`config.mk`:
```
export PLATFORM = sky130hd
export DESIGN_NAME = mask_irq_ctrl
export DESIGN_NICKNAME = d
export VERILOG_FILES = /design/src/rtl/mask_irq_pkg.sv /design/src/rtl/mask_irq_decode.sv /design/src/rtl/mask_irq_datapath.sv /design/src/rtl/mask_irq_ctrl.sv
export SDC_FILE = /design/constraint.sdc
export NUM_CORES = 1
export LEC_CHECK = 0
export ABC_AREA = 1
export ABC_CLOCK_PERIOD_IN_PS = 1360
export BUFFER_PORTS_ARGS = -buffer_cell sky130_fd_sc_hd__buf_2
export CAP_MARGIN = 30
export CORE_UTILIZATION = 40
export CTS_CLUSTER_DIAMETER = 100
export CTS_CLUSTER_SIZE = 10
export DETAILED_ROUTE_END_ITERATION = 7
export PLACE_DENSITY = 0.65
export SLEW_MARGIN = 20
export SYNTH_ARGS = -nofsm -noshare
export SYNTH_HDL_FRONTEND = slang
export SYNTH_SLANG_ARGS = --single-unit
```
`constraint.sdc`:
```
create_clock -name clk -period 1.36 [get_ports clk]
set_input_delay 0.068 -clock clk [delete_from_list [all_inputs] [get_ports clk]]
set_output_delay 0.068 -clock clk [all_outputs]
set_load 0.05 [all_outputs]
```
`src/rtl/mask_irq_pkg.sv`:
```
package mask_irq_pkg;

  typedef enum logic [1:0] {
    RD_NONE = 2'd0,
    RD_MASK = 2'd1,
    RD_STAT = 2'd2
  } rdSel_e;

  // Control-to-datapath strobes
  typedef struct packed {
    logic   maskWr;
    logic   statClr;
    rdSel_e rdSel;
  } regStrobe_t;

  // Address of a register: group in the upper field, index below bit 11
  function automatic int unsigned regAddrOf(input int unsigned grp, input int unsigned idx);
    return (grp << 11) + idx;
  endfunction

endpackage

```
`src/rtl/mask_irq_decode.sv`:
```
module mask_irq_decode
  import mask_irq_pkg::*;
#(
  parameter int ADDR_W   = 16,
  parameter int GROUP    = 9,
  parameter int MASK_IDX = 0,
  parameter int STAT_IDX = 2
) (
  input  logic [ADDR_W-1:0] regAddr,
  input  logic              regWrEn,
  output regStrobe_t        strobe
);

  localparam logic [ADDR_W-1:0] MASK_ADDR = ADDR_W'(regAddrOf(GROUP, MASK_IDX));
  localparam logic [ADDR_W-1:0] STAT_ADDR = ADDR_W'(regAddrOf(GROUP, STAT_IDX));

  logic hitMask;
  logic hitStat;

  assign hitMask = (regAddr == MASK_ADDR);
  assign hitStat = (regAddr == STAT_ADDR);

  always_comb begin
    strobe.maskWr  = regWrEn && hitMask;
    strobe.statClr = regWrEn && hitStat;
    if (hitMask)      strobe.rdSel = RD_MASK;
    else if (hitStat) strobe.rdSel = RD_STAT;
    else              strobe.rdSel = RD_NONE;
  end

  // a write strobe is raised only for a mapped address with the enable high
  always_comb begin
    assert_strobe_mapped_R8: assert (!(strobe.maskWr || strobe.statClr) || (regWrEn && (strobe.rdSel != RD_NONE)));
  end

endmodule

```
`src/rtl/mask_irq_datapath.sv`:
```
module mask_irq_datapath
  import mask_irq_pkg::*;
#(
  parameter int N_SRC = 32
) (
  input  logic             clk,
  input  logic             rst_n,
  input  regStrobe_t       strobe,
  input  logic [N_SRC-1:0] wrData,
  input  logic [N_SRC-1:0] srcIn,
  output logic [N_SRC-1:0] rdData,
  output logic             irqOut
);

  logic [N_SRC-1:0] maskQ;
  logic [N_SRC-1:0] statQ;
  logic [N_SRC-1:0] clrVec;
  logic             irqQ;

  assign clrVec = strobe.statClr ? wrData : '0;

  // One sticky flop per source; a set wins over a same-cycle clear
  for (genvar b = 0; b < N_SRC; b++) begin : g_stat
    always_ff @(posedge clk or negedge rst_n) begin
      if (!rst_n)         statQ[b] <= 1'b0;
      else if (srcIn[b])  statQ[b] <= 1'b1;
      else if (clrVec[b]) statQ[b] <= 1'b0;
    end
  end

  always_ff @(posedge clk or negedge rst_n) begin
    if (!rst_n)             maskQ <= '0;
    else if (strobe.maskWr) maskQ <= wrData;
  end

  always_ff @(posedge clk or negedge rst_n) begin
    if (!rst_n) irqQ <= 1'b0;
    else        irqQ <= |(statQ & maskQ);
  end

  assign irqOut = irqQ;

  always_comb begin
    case (strobe.rdSel)
      RD_MASK: rdData = maskQ;
      RD_STAT: rdData = statQ;
      default: rdData = '0;
    endcase
  end

  // every bit cleared by a write is zero afterwards unless its source was high
  assert_clear_R3: assert property (@(posedge clk) disable iff (!rst_n)
    strobe.statClr |=> ((statQ & $past(wrData) & ~$past(srcIn)) == '0));

  // every source seen high is set afterwards
  assert_set_wins_R4: assert property (@(posedge clk) disable iff (!rst_n)
    (|srcIn) |=> ((statQ & $past(srcIn)) == $past(srcIn)));

  // with no clear and no source, the status holds
  assert_stat_hold_R8: assert property (@(posedge clk) disable iff (!rst_n)
    (!strobe.statClr && (srcIn == '0)) |=> $stable(statQ));

  // a mask write loads all bits
  assert_mask_load_R5: assert property (@(posedge clk) disable iff (!rst_n)
    strobe.maskWr |=> (maskQ == $past(wrData)));

  // the request follows the masked status one cycle later
  assert_irq_follow_R6: assert property (@(posedge clk) disable iff (!rst_n)
    1'b1 |=> (irqOut == $past(|(statQ & maskQ))));

endmodule

```
`src/rtl/mask_irq_ctrl.sv`:
```
module mask_irq_ctrl
  import mask_irq_pkg::*;
#(
  parameter int ADDR_W   = 16,
  parameter int N_SRC    = 32,
  parameter int GROUP    = 9,
  parameter int MASK_IDX = 0,
  parameter int STAT_IDX = 2
) (
  input  logic              clk,
  input  logic              rst_n,
  input  logic [ADDR_W-1:0] regAddr,
  input  logic              regWrEn,
  input  logic [N_SRC-1:0]  regWrData,
  output logic [N_SRC-1:0]  regRdData,
  input  logic [N_SRC-1:0]  srcIrq,
  output logic              irqReq
);

  regStrobe_t strobe;

  mask_irq_decode #(
    .ADDR_W  (ADDR_W),
    .GROUP   (GROUP),
    .MASK_IDX(MASK_IDX),
    .STAT_IDX(STAT_IDX)
  ) u_decode (
    .regAddr(regAddr),
    .regWrEn(regWrEn),
    .strobe (strobe)
  );

  mask_irq_datapath #(
    .N_SRC(N_SRC)
  ) u_datapath (
    .clk   (clk),
    .rst_n (rst_n),
    .strobe(strobe),
    .wrData(regWrData),
    .srcIn (srcIrq),
    .rdData(regRdData),
    .irqOut(irqReq)
  );

endmodule

```
# After elaboration in Yosys (flattened, before gate mapping)
# Cells that the tools add are included.
[op_classes] n_bitwise=1 eq_ne=4 n_reduce_logical=35 mux=68
[op_table] operator="1-bit two-way mux" n=64
[op_table] operator="32-bit case mux with 2 select lines" n=1
[op_table] operator="2-bit nonzero test" n=32
[op_table] operator="32-bit bitwise AND" n=1
[op_table] operator="16-bit by 15-bit equality test with 1-bit output (second input constant)" n=2
[op_table] operator="32-bit two-way mux" n=1
[op_table] operator="32-bit OR reduction" n=1
[op_table] operator="2-bit two-way mux" n=2
[op_table] operator="2-bit by 1-bit equality test with 1-bit output (second input constant)" n=1
[op_table] operator="2-bit equality test (second input constant)" n=1
[op_table] operator="1-bit logical AND" n=2
[totals] input_bits=83 register_bits=65

# Logic depth before layout (Yosys ltp)
[depth] word_depth=5 depth_mapped=9

# Modules after synthesis
# Synthesis repeated with hierarchy kept, for this count alone.
[hier_totals] hier_cells=368 area_unflattened_um2=3372.0
[by_module_without_submodules] mod="mask_irq_datapath" cells_each=340 instances=1 area_each_um2=3260.6
[by_module_without_submodules] mod="mask_irq_decode" cells_each=28 instances=1 area_each_um2=111.4

# Least setup slack after synthesis
# No wires, ideal clock.
[synth_path] kind="input -> output" startpoint="input regAddr[5]" endpoint="output regRdData[21]" path_stages=6 arrival_ns=1.195 required_time_ns=1.292 setup_slack_ns=0.097 cell_sequence="nor2_1 nand2_2 nor2_4 buf_1 nand3_1 nand2_1"
[synth_via] elab_chain_len=5 word_cells_on_any_way=7 classes_between="eq/ne: 4; mux: 3"
[synth_rtl] element="start: declaration" line="mask_irq_ctrl.sv:12" source="input logic [ADDR_W-1:0] regAddr,"
[synth_rtl] element="16-bit by 15-bit equality test with 1-bit output" line="mask_irq_decode.sv:21" source="assign hitStat = (regAddr == STAT_ADDR);"
[synth_rtl] element="2-bit two-way mux" line="mask_irq_decode.sv:27" source="else if (hitStat) strobe.rdSel = RD_STAT;"
[synth_rtl] element="2-bit two-way mux (*)" line="mask_irq_decode.sv:26" source="if (hitMask) strobe.rdSel = RD_MASK;"
[synth_rtl] element="2-bit equality test / 2-bit by 1-bit equality test with 1-bit output (equally long branches)" line="mask_irq_datapath.sv:44" source="case (strobe.rdSel)"
[synth_rtl] element="32-bit case mux with 2 select lines (*)" line="mask_irq_datapath.sv:44"
[synth_rtl] element="end: declaration" line="mask_irq_ctrl.sv:15" source="output logic [N_SRC-1:0] regRdData,"
# Every way passes the cells marked *; elsewhere a longest branch is shown, timed or not.

# Worst setup path in the final report
[layout_path] startpoint="input regAddr[13]" endpoint="output regRdData[11]"
# Same word-level chain as after synthesis.

==> reports/qor.csv <==
stage,metric,value,unit
run_status,status,"finished, final reports clean",
global_route,grt_max_degree,66,
placement,port_buffers,115,
clocking,numCtsBuffers,9,
yosys,netlist-cell-type-count,20,
route,num_vias,3714,
yosys,syn-cell-area,0.00362,mm²
route,drtIter0Drc,187,
pwr,finalPower,4.36,mW
final_layout,layout-drive-gt1-share,27.7,%
timing,finalMaxSlewViolations,0,
placement,placed_area,0.00434,mm²
final_layout,n_fill_cell,772,
yosys,yosysWarnings,0,
timing,setup_viol_count_final,0,
final_layout,antennaDiodeCount,0,
pwr,seqPwrFrac,44.4,%
die,die_h,97.1,µm
timing,tns,0,ns
worst_setup_path,crit_fanout,14,
die,core_area,0.00872,mm²
yosys,syn-num-nets,567,
route,avgRoutedWirePerCell,12.9,µm
pwr,power_switching,933,µW
timing,whs,0.261,ns
global_route,antenna_found_initial,0,
run,maxCapViolCount,0,
pwr,power_density,806,mW/mm²
timing,skew,0.00802,ns
final_layout,layout.cells.non_filler,777,
worst_setup_path,required,1.29,ns
yosys,postSynthCellCount,484,
final_layout,most-common-layout-cells,"200 x nand2_1, 83 x buf_2, 68 x inv_1, 65 x dlygate4sd3_1, 65 x dfrtp_1",
worst_hold_path,hold_class,input pin to flop,
clocking,postCtsSetupRepairBufs,0,
timing,rsz0062_at_grt,yes,
worst_setup_path,cp-end-kind,output pin,
pwr,intPower,3.43,mW
timing,fmax,788,MHz
route,drtAntennaViolNets,0,
yosys,synth_seq_cells,65,
yosys,avgSynthCellArea,7.47,µm²
final_layout,layout.nets,747,
pwr,leakagePower,2.92,nW
route,drt_pass1_iterations,4,
yosys,yosysSeqAreaShare,45.0,%
worst_setup_path,startpoint_type,input pin,
global_route,grt_pass1_vias,3662,
final_layout,post-route-cell-area,0.00541,mm²
route,viasPerCell,4.78,
clocking,tritoncts,yes,
clocking,root_buffer,clkbuf_8,
clocking,h-tree-depth,3,
placement,gp_congestion,0.782,
pwr,vdd_drop_max,422,µV
die,die_area,0.00942,mm²
placement,dp_hpwl,6.25,mm
final_layout,syn_to_final_growth,49.6,%
die,std_cell_rows,34,
die,die_x,97.1,µm
clocking,cts_max_path_buffers,2,
pwr,p_clk_share,46.1,%
worst_setup_path,cp.arrival,1.20,ns
route,routed_wl,10.0,mm
timing,maxSlewHeadroom,73.4,%
timing,period_share,93.3,%
worst_setup_path,criticalPathCategory,input pin to output pin,
route,drc,0,
timing,tightest_slew,0.399,ns
pwr,p_sw_share,21.4,%
pwr,pwr-share-comb,9.6,%
clocking,clock_latency,0.34,ns
global_route,grt_pass1_wl,16.6,mm
die,start_util,41.5,%
global_route,grtUsageTotal,21.7,%
clocking,cts.sinks,65,
clocking,clk_pin_slew,0.07,ns
die,io_pins,116,
timing,hold_viol,0,
placement,dp_cells,695,
timing,period_minus_slack,1.27,ns
global_route,grt.overflow.total,0,
final_layout,layout_commonest_cell,nand2_1,
[cell usage after synthesis]
master,instances,share of area (%)
a21oi_1,1,0.14
and2_1,1,0.17
buf_1,3,0.31
buf_2,8,1.1
buf_4,8,1.7
buf_6,6,1.9
clkbuf_1,2,0.21
dfrtp_1,65,45
inv_1,68,7.1
nand2_1,200,21
nand2_2,1,0.17
nand3_1,35,4.8
nand3_4,1,0.48
nand4_1,37,6.4
nor2_1,11,1.1
nor2_2,1,0.17
nor2_4,2,0.62
o21ai_1,2,0.28
o21ai_2,30,7.3
or2_2,2,0.35
[final timing paths]
| kind | start | endpoint | slack (ns) | depth (start not counted) |
|---|---|---|---|---|
| worst max-delay path | regAddr[13] | regRdData[11] | 0.09 | 9 |
| worst min-delay path | regWrEn | u_datapath.statQ[5]$_DFFE_PN0P_ | 0.26 | 5 |
| worst max register to register | u_datapath.maskQ[28]$_DFFE_PN0P_ | u_datapath.irqOut$_DFF_PN0_ | 0.17 | 5 |
| worst min register to register | u_datapath.statQ[4]$_DFFE_PN0P_ | u_datapath.statQ[4]$_DFFE_PN0P_ | 0.50 | 2 |
| max in group asynchronous | rst_n | u_datapath.maskQ[4]$_DFFE_PN0P_ | 0.79 | 3 |
| min in group asynchronous | rst_n | u_datapath.statQ[20]$_DFFE_PN0P_ | 0.27 | 3 |
[registers in the layout, summed over array words and instances, names as in the netlist]
name	flops
u_datapath.maskQ	32
u_datapath.statQ	32
u_datapath.irqOut	1
[critical path, stage by stage]
cell and delay [ns]:
buf_2 0.09, nor2_1 0.09, nand3_1 0.12, nor2_4 0.15, and2_4 0.19, buf_12 0.15
nand2_1 0.05, nand2_1 0.05, clkbuf_4 0.22
[metal layers]
metal | GRT usage [%] | share of wire (%) | up-vias
li1 | - | - | 1876
met5 | 0 | 0 | -
met3 | 3.38 | 4.4 | 17
met1 | 27.7 | 44 | 1714
met4 | 8.96 | 2.0 | 0
met2 | 36.8 | 49 | 107
[power by group through the flow]
stage,clock network (mW),registers [mW],logic (mW)
2_1_floorplan,0,1.97,0.0735
3_3_place_gp,0,1.97,0.267
3_5_place_dp,0,1.97,0.271
4_1_cts,2.06,1.93,0.414
5_1_grt,2.14,1.93,0.462
6_report,2.01,1.93,0.417
[logic make-up after synthesis]
logic type             synth area share (%)
AOI/OAI and AO/OA                      7.68
buffers and inverters                  12.2
DFF                                    45.0
and+or+nand+nor                        35.1
[layout make-up]
| cell class | count | area (µm²) | area share, % |
|---|---|---|---|
| Clock buffer | 10 | 138 | 2.54 |
| Clock inverter | 6 | 105 | 1.94 |
| Multi-Input combinational cell | 324 | 1560 | 28.8 |
| Sequential cell | 65 | 1630 | 30.1 |
| Inverter | 68 | 255 | 4.72 |
| Timing Repair Buffer | 196 | 1590 | 29.5 |
| Tap cell | 108 | 135 | 2.50 |
[stage by stage]
| stage | worst slack (ns) | utilization, % |
|---|---|---|
| detailed placement | -0.0311 | 49.7 |
| CTS | 0.000754 | 60.6 |
| global placement | -0.0362 | 49.7 |
| floorplan | 0.0971 | - |
| global route | -0.00892 | 62.0 |
| finish | 0.0909 | 62.0 |
[repair_timing]
item / CTS / global route
endpoints found under the hold margin: 129 / 0
setup endpoints to repair: 24 / 32
cloned: 0 / 1
hold buffers: 65 / 0
pin swaps: 0 / 1
resized for setup: 24 / 35
(Power assumes the default switching activity.)
